--- src/rtl/strobe_reg_port.sv ---
module strobe_reg_port #(
  parameter int ADDR_W = 5,
  parameter int DATA_W = 16
) (
  input  logic              clk,
  input  logic              rst_n,
  input  logic              ce_n,
  input  logic              stb_n,
  input  logic              rd_wr,
  input  logic [ADDR_W-1:0] addr,
  input  logic [DATA_W-1:0] d_in,
  output logic [DATA_W-1:0] d_out,
  output logic              d_oe,
  output logic              ack_n,
  output logic              ack_oe,
  output logic              irq,
  input  logic [DATA_W-1:0] evt_set
);
  localparam int DEPTH = 1 << ADDR_W;

  logic [1:0] ce_sy, stb_sy, rw_sy;
  logic       stb_prev;
  logic       start, wr_go;
  logic       ack_q, rd_act;
  logic [DATA_W-1:0] rdata_q, status_q, mask_q, w1c, rd_mux;
  logic [DATA_W-1:0] store [DEPTH];

  always_ff @(posedge clk or negedge rst_n) begin
    if (!rst_n) begin
      ce_sy    <= 2'b11;
      stb_sy   <= 2'b11;
      rw_sy    <= 2'b11;
      stb_prev <= 1'b1;
    end else begin
      ce_sy    <= {ce_sy[0], ce_n};
      stb_sy   <= {stb_sy[0], stb_n};
      rw_sy    <= {rw_sy[0], rd_wr};
      stb_prev <= stb_sy[1];
    end
  end

  assign start = stb_prev & ~stb_sy[1] & ~ce_sy[1];
  assign wr_go = start & ~rw_sy[1];
  assign w1c   = (wr_go && addr == '0) ? d_in : '0;

  always_comb begin
    case (addr)
      ADDR_W'(0): rd_mux = status_q;
      ADDR_W'(1): rd_mux = mask_q;
      default:    rd_mux = store[addr];
    endcase
  end

  always_ff @(posedge clk or negedge rst_n) begin
    if (!rst_n) begin
      status_q <= '0;
      mask_q   <= '0;
      for (int i = 0; i < DEPTH; i++) store[i] <= '0;
    end else begin
      status_q <= (status_q & ~w1c) | evt_set;
      if (wr_go && addr == ADDR_W'(1)) mask_q <= d_in;
      if (wr_go && addr > ADDR_W'(1)) store[addr] <= d_in;
    end
  end

  always_ff @(posedge clk or negedge rst_n) begin
    if (!rst_n) begin
      ack_q   <= 1'b0;
      rd_act  <= 1'b0;
      rdata_q <= '0;
    end else if (stb_sy[1] || ce_sy[1]) begin
      ack_q  <= 1'b0;
      rd_act <= 1'b0;
    end else if (start) begin
      ack_q  <= 1'b1;
      rd_act <= rw_sy[1];
      if (rw_sy[1]) rdata_q <= rd_mux;
    end
  end

  assign d_out  = rdata_q;
  assign d_oe   = ~ce_n & ~stb_n & rd_wr & rd_act;
  assign ack_n  = ~ack_q;
  assign ack_oe = ~ce_n & ~stb_n & ack_q;
  assign irq    = |(status_q & mask_q);
endmodule

--- config.mk ---
export PLATFORM = sky130hd
export DESIGN_NAME = strobe_reg_port
export DESIGN_NICKNAME = d
export VERILOG_FILES = /design/src/rtl/strobe_reg_port.sv
export SDC_FILE = /design/constraint.sdc
export NUM_CORES = 1
export LEC_CHECK = 0
export CAP_MARGIN = 20
export CORE_MARGIN = 3
export CORE_UTILIZATION = 45
export DETAILED_ROUTE_END_ITERATION = 6
export SYNTH_ARGS = -nofsm -noshare
export SYNTH_HDL_FRONTEND = slang
export SYNTH_SLANG_ARGS = --single-unit
--- constraint.sdc ---
create_clock -name clk -period 3.3 [get_ports clk]
set_clock_uncertainty 0.15 [all_clocks]
set_input_delay 0.33 -clock clk [delete_from_list [all_inputs] [get_ports clk]]
set_output_delay 0.33 -clock clk [all_outputs]
set_load 0.05 [all_outputs]
---- After elaboration in Yosys (flattened, before gate mapping) ----
Index checks and enable logic that the tools add are counted.
storage, ports and cells
  bits of input ports ..................... 42
  bits in registers ....................... 569
  output and inout port bits .............. 20
operators by class
  magnitude comparators ................... 3
  reduce and logical (&&, ||, !) cells .... 9
  mux-type cells .......................... 12
  bitwise logic cells ..................... 19
  equality and inequality tests ........... 1
operator list
  cell                                                           number
  bitwise mux 512 bit                                            1
  binary-select mux 16 bit (select 5 bit)                        1
  demux 16 bit (select 5 bit)                                    1
  two-way mux 16 bit                                             4
  bitwise AND 16 bit                                             2
  case mux 16 bit (2 select lines)                               1
  NOT 16 bit                                                     1
  OR 16 bit                                                      1
  OR reduction 16 bit                                            1
  bitwise AND 1 bit                                              7
  NOT 1 bit                                                      7
  >= comparator 6 bit, second input constant                     1
  less-than comparator 6 x 1 -> 1 bit, second input constant     1
  NOT 5 -> 6 bit                                                 1
  == test 5 x 1 -> 1 bit, second input constant                  1
  greater-than comparator 5 x 1 -> 1 bit, second input constant  1
  zero test 5 bit                                                1
  logical AND 1 bit                                              4
  two-way mux 1 bit                                              4
  AND reduction 3 bit                                            1
  nonzero test 2 bit                                             1
  logical OR 1 bit                                               1

---- Longest topological paths before layout ----
  depth in word-level cells ............... 9
  gate-level depth with buffers ........... 9

---- Worst setup path before layout ----
OpenSTA, ideal clock, no wires.
  path kind ............................... register to register
  start point ............................. register stb_prev
  end point ............................... register store[373] (netlist bit)
  data arrival time ....................... 2.188 ns
  path buffers ............................ 2
  slack ................................... 0.837 ns
  cell stages (with the launch flop) ...... 8
  path through ............................ dfstp_2 -> or4b_1 -> buf_4 -> nor2_8 -> nand3b_4 -> nor3_4 -> buf_8 -> mux2_4
between the ends
  longest elaborated chain between the ends .. 4
RTL lines
  item                             line  RTL
  start, declared                  22    logic stb_prev;
  start signal, assigned           38    stb_prev <= stb_sy[1];
  bitwise AND 1 bit (2 in series)  42    assign start = stb_prev & ~stb_sy[1] & ~ce_sy[1];
  bitwise AND 1 bit                43    assign wr_go = start & ~rw_sy[1];
  logical AND 1 bit                62    if (wr_go && addr > ADDR_W'(1)) store[addr] <= d_in;
  end signal, assigned by index    62
  end, declared                    26    logic [DATA_W-1:0] store [DEPTH];
Every way passes these cells.
A chain may end at the register's enable or synchronous reset.

---- Worst setup path in the final report ----
  start point ............................. register status_q[12]
  end point ............................... output irq
between the ends
  longest elaborated chain between the ends .. 2
RTL lines
  item                    line  RTL
  start, declared         25    logic [DATA_W-1:0] rdata_q, status_q, mask_q, w1c, rd_mux;
  start signal, assigned  60    status_q <= (status_q & ~w1c) | evt_set;
  bitwise AND 16 bit      85    assign irq = |(status_q & mask_q);
  OR reduction 16 bit     85
  end, declared           16    output logic irq,
Every way passes these cells.

==> metrics.csv <==
stage;metric;value;unit
run_status;status;completed;
route;postRouteAntennaNets;0;
critical_path;end_kind;primary output;
synthesis;postSynthAreaPerCell;14.2;um^2
placed_design;dpl.hpwl;46000;um
synthesis;ys_async_sr_fraction;100;%
timing;setup_slack;54.2;ps
critical_path;startpoint_type;flop;
layout;nets;1877;
grt;grt_use_met3;3.12;%
layout;drive_above_1_share;40.5;%
clock_tree;cts-root-buf;clkbuf_16;
placed_design;dpl_cell_area;0.0272;mm^2
power_and_ir_drop;clkPwrFrac;43.7;%
timing;final.setup.tns;0;ps
timing;maxSlewViolCount;0;
power_and_ir_drop;powerDensity;533;mW/mm^2
layout;seq_area;0.0140;mm^2
grt;grt_remaining_overflow;0;
critical_path;ff2ff_setup_slack;360;ps
route;dr.pass1.iters;5;
critical_path;rr_startpoint;stb_prev;
route;via_count;15400;
timing;fin_crit;3250;ps
layout;design_area;0.0292;mm^2
power_and_ir_drop;swShare;24.1;%
route;detail_route.wl_per_cell;26.3;um
synthesis;syn_nets;1819;
clock_tree;cts_tree;built;
timing;finalSetupViolations;0;
layout;layout_commonest_cell;dfrtp_1;
critical_path;cp-endpoint;irq;
power_and_ir_drop;seqPwrFrac;47.5;%
critical_path;r2r_cells;6;
power_and_ir_drop;peakVddDrop;0.000402;V
floorplanning;start_util;45.7;%
floorplanning;die_area;0.0591;mm^2
floorplanning;die_h;243;um
critical_path;critPathArrivalTime;2770;ps
worst_hold_path;min_path_type;in2reg;
floorplanning;core;0.0554;mm^2
grt;grt_util_met1;33.8;%
timing;fmax;308;MHz
grt;grt_use_met2;37.7;%
floorplanning;fp-row-count;86;
synthesis;syn-cell-area;0.0253;mm^2
critical_path;crit_type;reg2out;
critical_path;crit_start;status_q[12];
critical_path;required;2820;ps
synthesis;synth_edf_count;0;
clock_tree;ctsResizeCount;0;
grt;grt_util_all_layers;23.5;%
layout;mostFrequentLayoutCells;dfrtp_1 (554), mux2_2 (475), mux2i_1 (175);
layout;fillers;4642;
timing;final_hold_viol_count;0;
grt;antenna_found_initial;0;
critical_path;cp_max_fo;3;
power_and_ir_drop;combPwrFrac;8.8;%
synthesis;yosysSeqAreaShare;55.5;%
grt;top_usage_layer;met2;
synthesis;synth-seq-cells;561;
timing;slew_headroom;33.8;%
placed_design;place_ws;283;ps
power_and_ir_drop;p_leak;13.9;nW
synthesis;synth_cell_types;55;
critical_path;timing.rr.end;store[428];
placed_design;gp_congestion;0.840;
route;drt-total-wl;69100;um
timing;rsz0062_at_grt;no;
floorplanning;die_w;243;um
power_and_ir_drop;switchingPower;3.74;mW
route;route.detailed.drc;0;
grt;grt_pass1_vias;16100;
grt;grt_pass1_wl;105000;um
layout;area_growth_syn_to_layout;15.3;%
clock_tree;cts.htree.levels;2;
layout;multi_input_area;0.0105;mm^2
power_and_ir_drop;internal_power;11.8;mW
route;drtIter0Drc;1165;
grt;grt_max_degree;92;
clock_tree;clk-insertion-delay-late;620;ps
timing;period_share;98.4;%
timing;worst_pin_slew;990;ps
clock_tree;cts_buffers;59;
route;routed_via_density;5.86;
synthesis;ys.flop_type;dfrtp_1;
clock_tree;clk_pin_slew_worst_paths;60;ps
synthesis;yosysWarnings;0;
synthesis;synth_cells;1777;
clock_tree;cts_buffer_depth;3;
floorplanning;num_io_pins;62;
placed_design;port_buffers;61;
clock_tree;cts_sinks;561;
run;max-cap-violations;0;
-- state kept, by name (all words and copies together), names as in the netlist --
signal	cells
rw_sy	2
ack_q	1
ce_sy	2
stb_prev	1
mask_q	16
rd_act	1
status_q	16
d_out	16
stb_sy	2
store	504
-- cell usage after synthesis (all sizes together) (11+ instances only) --
cell type	count	share of area [%]
clkbuf	100	1.5
buf	71	1.5
o22ai	79	2.0
mux2i	175	6.9
and3	11	0.27
dfrtp	554	55
o21ai	22	0.44
mux2	497	22
nor4	17	0.48
nor2	25	0.65
o221ai	13	0.45
a21o	19	0.56
mux4	39	3.5
nand2	53	0.82
a211oi	13	0.39
nor3	11	0.37
-- area by class of cell --
| class | count | share of cell area (%) |
|---|---|---|
| Clock inverter | 21 | 0.935 |
| Inverter | 1 | 0.0129 |
| Clock buffer | 86 | 5.82 |
| Timing Repair Buffer | 168 | 5.93 |
| Sequential cell | 561 | 48.1 |
| Tap cell | 748 | 3.21 |
| Multi-Input combinational cell | 1044 | 36.0 |
| Antenna cell | 1 | 0.00857 |
-- cell families (layout without fill, tap and decap cells) --
family	count (synthesis)	count (layout)	synth area share, %
other	0	1	0
flip-flops	561	561	55.5
AND/OR/NAND/NOR	155	155	3.96
buffers and inverters	172	276	3.04
multiplexers	711	711	32.7
AO/OA/AOI/OAI	178	178	4.84
-- worst min path at each step --
stage	startpoint	slack (ps)	depth (start not counted)	to
floorplan	rst_n	-120	0	ack_q
detailed placement	rst_n	200	1	store[491]
global placement	rst_n	190	1	store[427]
global route	evt_set[12]	90	2	status_q[12]
finish	evt_set[5]	110	2	status_q[5]
CTS	evt_set[12]	80	2	status_q[12]
-- metrics by stage --
| step | util (%) | cells | hold slack, ps | power (mW) |
|---|---|---|---|---|
| after floorplan | - | 1777 | -116 | 8.26 |
| after global placement | 49.0 | 2517 | 194 | 8.85 |
| after detailed placement | 49.0 | 2518 | 197 | 8.89 |
| after CTS | 52.7 | 2629 | 83.8 | 15.7 |
| after global routing | 52.7 | 2629 | 94.8 | 16.1 |
| final | 52.7 | 2630 | 112 | 15.6 |
-- metal layers --
layer | routed length, um | part of all wire [%]
met2 | 32700 | 47
met5 | 0 | 0
met1 | 31800 | 46
met4 | 1540 | 2.2
met3 | 3060 | 4.4
-- worst max-delay path, stage by stage (launching register included) --
cell and delay (ps):
dfrtp_1 450, a22o_1 260, a221oi_1 430, nand4_1 220, clkdlybuf4s50_1 770
-- timing repair --
item	in CTS	in global routing
setup buffers	0	0
endpoints found under the hold margin	96	0
hold buffers	4	0
-- power groups by stage --
stage / clock [mW] / sequential (mW) / combinational [mW]
floorplan: 0 / 7.55 / 0.707
global placement: 0 / 7.50 / 1.35
detailed placement: 0 / 7.51 / 1.38
CTS: 6.92 / 7.39 / 1.39
global route: 7.20 / 7.42 / 1.47
finish: 6.79 / 7.39 / 1.37
Note: power is estimated with default switching activity, not from simulation.
